### src/rtl/arl_pkg.sv
package arl_pkg;

   // Window length codes; the value order is part of the interface.
   typedef enum logic [1:0] {
      WIN_SHORT = 2'd0,
      WIN_MID   = 2'd1,
      WIN_LONG  = 2'd2,
      WIN_SAFE  = 2'd3
   } win_code_t;

   localparam int WIN_SHORT_LEN = 10;
   localparam int WIN_MID_LEN   = 13;
   localparam int WIN_LONG_LEN  = 15;
   localparam int WIN_SAFE_LEN  = 20;

   localparam int LIMIT_W = 3;

   function automatic int win_len_of(input win_code_t code);
      case (code)
         WIN_SHORT: return WIN_SHORT_LEN;
         WIN_MID:   return WIN_MID_LEN;
         WIN_LONG:  return WIN_LONG_LEN;
         default:   return WIN_SAFE_LEN;
      endcase
   endfunction

endpackage

### src/rtl/arl_window_mask.sv
module arl_window_mask
   import arl_pkg::*;
#(
   parameter int HIST_LEN = 20
) (
   input  logic                clk,
   input  logic                rst_n,
   input  logic [1:0]          win_sel,
   output logic [HIST_LEN-1:0] win_mask
);

   localparam int LEN_W = $clog2(HIST_LEN + 1);

   logic [LEN_W-1:0] len_q;

   always_comb begin
      len_q = LEN_W'(win_len_of(win_code_t'(win_sel)));
   end

   // Bit 0 is the newest history entry; keep bits younger than the window.
   for (genvar b = 0; b < HIST_LEN; b++) begin : g_bit
      assign win_mask[b] = (LEN_W'(b) < len_q);
   end

   if (WIN_SAFE_LEN > HIST_LEN) begin : g_len_chk
      $error("arl_window_mask: longest window exceeds HIST_LEN");
   end

   // the mask covers exactly the selected number of bits, newest first
   a_r5_mask_width: assert property (@(posedge clk) disable iff (!rst_n)
      $countones(win_mask) == win_len_of(win_code_t'(win_sel)));
   a_r5_mask_newest: assert property (@(posedge clk) disable iff (!rst_n)
      win_mask[0]);

endmodule

### src/rtl/arl_rank_history.sv
module arl_rank_history #(
   parameter int HIST_LEN = 20,
   parameter int CNT_W    = $clog2(HIST_LEN + 1)
) (
   input  logic                clk,
   input  logic                rst_n,
   input  logic                issue,
   input  logic [HIST_LEN-1:0] win_mask,
   output logic [CNT_W-1:0]    win_count
);

   logic [HIST_LEN-1:0] hist_q;
   logic [HIST_LEN-1:0] live_bits;

   if (HIST_LEN < 2) begin : g_len_chk
      $error("arl_rank_history: HIST_LEN must be at least 2");
   end

   always_ff @(posedge clk) begin
      if (!rst_n) begin
         hist_q <= '0;
      end else begin
         hist_q <= {hist_q[HIST_LEN-2:0], issue};
      end
   end

   assign live_bits = hist_q & win_mask;

   always_comb begin
      win_count = '0;
      for (int b = 0; b < HIST_LEN; b++) begin
         win_count = win_count + CNT_W'(live_bits[b]);
      end
   end

   // an issued activate is counted in the following clock
   a_r1_counted_next: assert property (@(posedge clk) disable iff (!rst_n)
      issue |=> (win_count != '0));
   // count never exceeds the window length
   a_r2_count_bound: assert property (@(posedge clk) disable iff (!rst_n)
      win_count <= CNT_W'($countones(win_mask)));
   // history empty in the first clock after reset
   a_r11_clear: assert property (@(posedge clk) disable iff (!rst_n)
      !$past(rst_n) |-> (win_count == '0));

endmodule

### src/rtl/arl_permit_gate.sv
module arl_permit_gate
   import arl_pkg::*;
#(
   parameter int CNT_W = 5
) (
   input  logic               req,
   input  logic               thr_on,
   input  logic [CNT_W-1:0]   win_count,
   input  logic [LIMIT_W-1:0] limit,
   output logic               permit
);

   localparam int CMP_W = (CNT_W > LIMIT_W) ? CNT_W : LIMIT_W;

   logic at_limit;

   assign at_limit = (CMP_W'(win_count) >= CMP_W'(limit));
   assign permit   = req & ~(thr_on & at_limit);

endmodule

### src/rtl/act_rate_limiter.sv
module act_rate_limiter
   import arl_pkg::*;
#(
   parameter int NUM_RANKS     = 4,
   parameter int RANKS_PER_EN  = 2,
   parameter int HIST_LEN      = 20,
   localparam int NUM_EN       = NUM_RANKS / RANKS_PER_EN,
   localparam int CNT_W        = $clog2(HIST_LEN + 1)
) (
   input  logic                 clk,
   input  logic                 rst_n,
   input  logic [NUM_RANKS-1:0] act_issued,
   input  logic [NUM_RANKS-1:0] act_req,
   input  logic [NUM_EN-1:0]    thr_en,
   input  logic [1:0]           win_sel,
   input  logic [LIMIT_W-1:0]   act_limit,
   output logic [NUM_RANKS-1:0] act_permit
);

   if (NUM_RANKS < 1 || RANKS_PER_EN < 1 || (NUM_RANKS % RANKS_PER_EN) != 0) begin : g_cfg_chk
      $error("act_rate_limiter: NUM_RANKS must be a multiple of RANKS_PER_EN");
   end

   logic [HIST_LEN-1:0] win_mask;
   logic [CNT_W-1:0]    rank_count [NUM_RANKS];
   logic [NUM_RANKS-1:0] rank_thr;

   arl_window_mask #(.HIST_LEN(HIST_LEN)) u_mask (
      .clk      (clk),
      .rst_n    (rst_n),
      .win_sel  (win_sel),
      .win_mask (win_mask)
   );

   for (genvar r = 0; r < NUM_RANKS; r++) begin : g_rank
      if (RANKS_PER_EN == 1) begin : g_own_en
         assign rank_thr[r] = thr_en[r];
      end else begin : g_shared_en
         assign rank_thr[r] = thr_en[r / RANKS_PER_EN];
      end

      arl_rank_history #(.HIST_LEN(HIST_LEN), .CNT_W(CNT_W)) u_hist (
         .clk       (clk),
         .rst_n     (rst_n),
         .issue     (act_issued[r]),
         .win_mask  (win_mask),
         .win_count (rank_count[r])
      );

      arl_permit_gate #(.CNT_W(CNT_W)) u_gate (
         .req       (act_req[r]),
         .thr_on    (rank_thr[r]),
         .win_count (rank_count[r]),
         .limit     (act_limit),
         .permit    (act_permit[r])
      );

      // a rank at or above the limit is blocked while throttled
      a_r3_block: assert property (@(posedge clk) disable iff (!rst_n)
         (thr_en[r / RANKS_PER_EN] && (rank_count[r] >= CNT_W'(act_limit))) |-> !act_permit[r]);
      // no throttle means the request passes unchanged
      a_r8_bypass: assert property (@(posedge clk) disable iff (!rst_n)
         !thr_en[r / RANKS_PER_EN] |-> (act_permit[r] == act_req[r]));
      // no permit without a request
      a_r10_no_req: assert property (@(posedge clk) disable iff (!rst_n)
         !act_req[r] |-> !act_permit[r]);
      // a zero limit blocks every throttled rank
      a_r12_zero_limit: assert property (@(posedge clk) disable iff (!rst_n)
         (thr_en[r / RANKS_PER_EN] && act_limit == '0) |-> !act_permit[r]);
      // a fresh activate with a limit of one blocks the next clock
      a_r1_limit_one: assert property (@(posedge clk) disable iff (!rst_n)
         (act_issued[r] && $stable(win_sel)) ##1
         (thr_en[r / RANKS_PER_EN] && act_limit == LIMIT_W'(1)) |-> !act_permit[r]);
   end

endmodule

### config.mk
export PLATFORM = sky130hd
export DESIGN_NAME = act_rate_limiter
export DESIGN_NICKNAME = d
export VERILOG_FILES = /design/src/rtl/arl_pkg.sv /design/src/rtl/arl_window_mask.sv /design/src/rtl/arl_rank_history.sv /design/src/rtl/arl_permit_gate.sv /design/src/rtl/act_rate_limiter.sv
export SDC_FILE = /design/constraint.sdc
export NUM_CORES = 1
export LEC_CHECK = 0
export BUFFER_PORTS_ARGS = -buffer_cell sky130_fd_sc_hd__buf_2
export CAP_MARGIN = 20
export CORE_MARGIN = 5
export CORE_UTILIZATION = 55
export CTS_CLUSTER_SIZE = 16
export DETAILED_ROUTE_END_ITERATION = 8
export PLACE_DENSITY = 0.69
export SETUP_SLACK_MARGIN = 0.5
export SLEW_MARGIN = 20
export SYNTH_ARGS = -nofsm -noshare
export SYNTH_HDL_FRONTEND = slang
export SYNTH_HIERARCHICAL = 1
export SYNTH_SLANG_ARGS = --single-unit
### constraint.sdc
create_clock -name clk -period 6 [get_ports clk]
set_input_delay 0.3 -clock clk [delete_from_list [all_inputs] [get_ports clk]]
set_output_delay 0.3 -clock clk [all_outputs]
set_load 0.05 [all_outputs]
## After elaboration in Yosys (flattened, before gate mapping)

Index checks and enable logic that the tools add are counted.

| operators by class | value |
|---|---|
| div/mod/pow operators | 0 |
| multiplexer cells | 1 |
| reduce and logical (&&, ||, !) cells | 1 |
| multiply operators | 0 |
| shift operators | 0 |
| eq/ne operators | 2 |
| bitwise operators | 16 |
| add/subtract/negate cells | 76 |
| $lt $le $gt $ge | 24 |

Operators with widths:

| operator | count |
|---|---|
| adder 5 x 1 -> 5 bit | 72 |
| bitwise AND 20 bit | 4 |
| < comparator 4 x 5 -> 1 bit, first input constant | 8 |
| >= comparator 5 x 3 -> 1 bit | 4 |
| < comparator 3 x 5 -> 1 bit, first input constant | 4 |
| < comparator 5 bit, first input constant | 4 |
| one-hot mux 5 bit (3 select lines) | 1 |
| < comparator 1 x 5 -> 1 bit, first input constant | 2 |
| < comparator 2 x 5 -> 1 bit, first input constant | 2 |
| adder 1 x 1 -> 2 bit | 4 |
| bitwise AND 1 bit | 8 |
| inverter 1 bit | 4 |
| == test 2 x 1 -> 1 bit, second input constant | 1 |
| == test 2 bit, second input constant | 1 |
| zero test 2 bit | 1 |

| word-level totals | value |
|---|---|
| memories | 0 |
| word-level logic and storage cells | 124 |
| output and inout port bits | 4 |
| input bits | 17 |
| memory bits (writable) | 0 |
| ROM bits | 0 |
| bits in latches | 0 |
| bits in registers | 80 |

## Logic depth before layout (Yosys ltp)

| depth | value |
|---|---|
| depth after elaboration | 27 |
| mapped depth | 20 |
| depth with buffers taken out | 20 |

## By module

Netlist, hierarchy kept.

Modules (own cells, without submodules):

| module | seq. area each (µm²) | cells each | area an instance (µm²) | instances |
|---|---|---|---|---|
| arl_rank_history | 400.4 | 103 | 1089.8 | 4 |
| arl_permit_gate | 0.0 | 11 | 86.3 | 4 |
| arl_window_mask | 0.0 | 27 | 201.4 | 1 |

## Least setup slack after synthesis

Ideal clock, no wire load.

| path | value |
|---|---|
| path kind | input-to-output |
| start point | input port win_sel[0] |
| end point | output port act_permit[1] |
| stages on the path | 18 |
| data arrival time | 5.787 ns |
| data required time | 5.700 ns |
| path buffers | 0 |
| path slack | -0.087 ns |
| path through | inv_1 -> ha_1 -> o22ai_1 -> nand2_1 -> fa_1 -> fa_1 -> fa_1 -> fa_1 -> inv_1 -> fa_1 -> ha_1 -> inv_1 -> fa_1 -> xnor2_1 -> ha_1 -> a2111oi_2 -> o21ai_1 -> a21boi_1 |

RTL lines:

| item | RTL line | source |
|---|---|---|
| from (decl) | act_rate_limiter.sv:15 | `input logic [1:0] win_sel,` |
| to (decl) | act_rate_limiter.sv:17 | `output logic [NUM_RANKS-1:0] act_permit` |

==> flow_metrics.tcl <==
set metrics [dict create \
    ctsHoldBuffers 0 \
    fin_crit_sh 0.960 \
    drc 0 \
    layout-drive-gt1-share 0.175 \
    peakVddDrop_v 0.000136 \
    cpMaxStageDelayCell "fa_1" \
    cts_tree "built" \
    synthTopCellsByArea "dfxtp_1 33%, fa_1 23%, and2_1 13%" \
    syn_inst 483 \
    p_total_w 0.000983 \
    place_hpwl_mm 6.78 \
    yosys.area.top_type "dfxtp_1" \
    cp_cell_sequence "buf_8 > inv_4 > ha_4 > nand2b_4 > o22ai_4 > buf_6 > buf_4 > nand2_1 > fa_1 > fa_1 > fa_1 > fa_1 > inv_1 > fa_1 > ha_2 > inv_1 > fa_2 > xnor2_2 > ha_1 > a2111oi_2 > o21ai_1 > a21boi_4 > buf_6" \
    areaGrowthSynthToFinish_pct 13.6 \
    tightest_slew_ns 0.641 \
    status "completed" \
    rsz0062_at_grt "yes" \
    ys.warnings.count 6 \
    p_per_area_mw_per_mm2 176 \
    critPathBufInv 7 \
    fin_crit_ns 5.76 \
    hp-class "input pin to flop" \
    path_common_cell "fa_1" \
    setup_ws_ns 0.239 \
    htreeDepth 3 \
    routed_via_density 4.75 \
    grt_pass1_wl_mm 15.2 \
    wirelength_met1_mm 3.87 \
    wire_per_inst_microns 13.7 \
    insertion_delay_ns 0.35 \
    dr_total_vias 2981 \
    dr_wl_met2_mm 4.26 \
    synth_cell_types 22 \
    reg.largest.list "g_rank.u_hist/hist_q (80)" \
    maxSlewHeadroom 0.573 \
    drt_wl_total_mm 8.60 \
    largest_reg_flops 80 \
    crit_path_start_kind "input pin" \
    crit_required_ns 5.70 \
    critPathMaxFanout 4 \
    start_util 0.563 \
    grt_overflow 0 \
    path_class "input pin to output port" \
    arrival_ns 5.46 \
    grt_use_total 0.175 \
    synth_top_area_frac 0.326 \
    numCtsBuffers 9 \
    setup_tns_ns 0 \
    synth-seq-cells 80 \
    cts_sinks 80 \
    ys_seq_area_frac 0.326 \
    final_cell_mix "104 x and2_1, 80 x dfxtp_1, 66 x inv_1, 58 x nand2_1, 52 x fa_1" \
    grt_pass1_vias 3282 \
    fp.dieH_microns 104 \
    cts_buffer_depth 2 \
    top_layer "met4" \
    maxCapViolCount 0 \
    place.gp.congestion 0.799 \
    stdcell_count 627 \
    placed_area_sq_mm 0.00515 \
    setup_viol 0 \
    postRouteAntennaNets 0 \
    grt_start_max_net_pins 81 \
    max_stage_delay_ns 0.53 \
    top_register "g_rank.u_hist/hist_q" \
    die_area_sq_mm 0.0109 \
    syn_avg_cell_area_sq_um 10.2 \
    fin_nets 632 \
    finalInstanceArea_sq_mm 0.00557 \
    ios 21 \
    clkTransAtPathRegs_ns 0.08 \
    path_delay_family "adder cells" \
    netlist_area_sq_mm 0.00491 \
    antenna_found_initial 0 \
    antenna_cells_inserted 0 \
    dr_wl_met3_microns 298 \
    cts-root-buf "clkbuf_8" \
    leakage_nw 2.56 \
    finalHoldViolCount 0 \
    die_w_microns 104 \
    layout_commonest_cell "and2_1" \
    port_buffers 20 \
    drt_iter0_drc 47 \
    slew_violations 0 \
    fp-row-count 34 \
    dp.cells 602 \
    firstDrtPassIters 4 \
    end_kind "output port" \
    fmax_mhz 174 \
    dp_slack_ns -0.0289 \
    fp.coreArea_sq_mm 0.00872 \
    finalClockSkew_ns 0.0122 \
    nFillCells 697 \
]
logic make-up (layout without fill, tap and decap cells):
group	Yosys count	in the layout	synth area share
other	1	10	0.000764
and+or+nand+nor	170	170	0.186
AOI/OAI and AO/OA	29	29	0.0472
adders and majority gates	100	100	0.341
buffers and inverters	95	122	0.0849
DFF	80	80	0.326
xor gates and xnor gates	8	8	0.0143
stage by stage:
| step | util | hold WS (ns) |
|---|---|---|
| after floorplan | - | 0.422 |
| after global placement | 0.591 | 0.424 |
| after detailed placement | 0.591 | 0.433 |
| after CTS | 0.632 | 0.133 |
| after global routing | 0.639 | 0.137 |
| final | 0.639 | 0.152 |
cell type report:
class                           instances  area (sq um)  area share
Clock buffer                           10           128      0.0229
Clock inverter                          5          32.5     0.00584
Inverter                               71           272      0.0487
Multi-Input combinational cell        317          3130       0.562
Sequential cell                        80          1600       0.287
Tap cell                              108           135      0.0242
Timing Repair Buffer                   36           275      0.0494
cell usage after synthesis, drive strengths merged:
cell type and number:
a2111oi 4, inv 71, ha 44, and2 104
o22ai 1, o21ai 4, buf 16, fa 56
a21oi 8, a21boi 4, xnor2 4, nor2b 4
conb 1, a21o 4, dfxtp 80, xor2 4
nand2b 1, o21bai 4, clkbuf 8, nand2 60
nor2 1
where the power goes:
part	total [W]	internal (W)	switching, W
Clock	0.000342	0.000148	0.000194
Combinational	0.000105	0.0000473	0.0000573
Sequential	0.000536	0.000535	0.00000171
layer usage:
| layer | up-vias | global-route usage |
|---|---|---|
| met5 | - | 0 |
| met3 | 15 | 0.0478 |
| li1 | 1488 | - |
| met1 | 1441 | 0.223 |
| met2 | 37 | 0.287 |
| met4 | 0 | 0.0564 |
worst paths after layout:
kind	depth (start not counted)	from	slack, ns	end
hold / removal	2	act_issued[1]	0.15	g_rank[1].u_hist/hist_q[0]$_SDFF_PN0_
setup reg to reg	1	g_rank[2].u_hist/hist_q[13]$_SDFF_PN0_	5.42	g_rank[2].u_hist/hist_q[14]$_SDFF_PN0_
hold reg to reg	1	g_rank[2].u_hist/hist_q[7]$_SDFF_PN0_	0.44	g_rank[2].u_hist/hist_q[8]$_SDFF_PN0_
setup / recovery	23	win_sel[1]	0.24	act_permit[1]
timing repair:
action,in CTS,in global routing
setup endpoints to repair,4,4
pin swaps,38,25
gates resized for setup,34,8
buffers inserted,8,2
No activity file was read; power rests on OpenSTA's default activity.
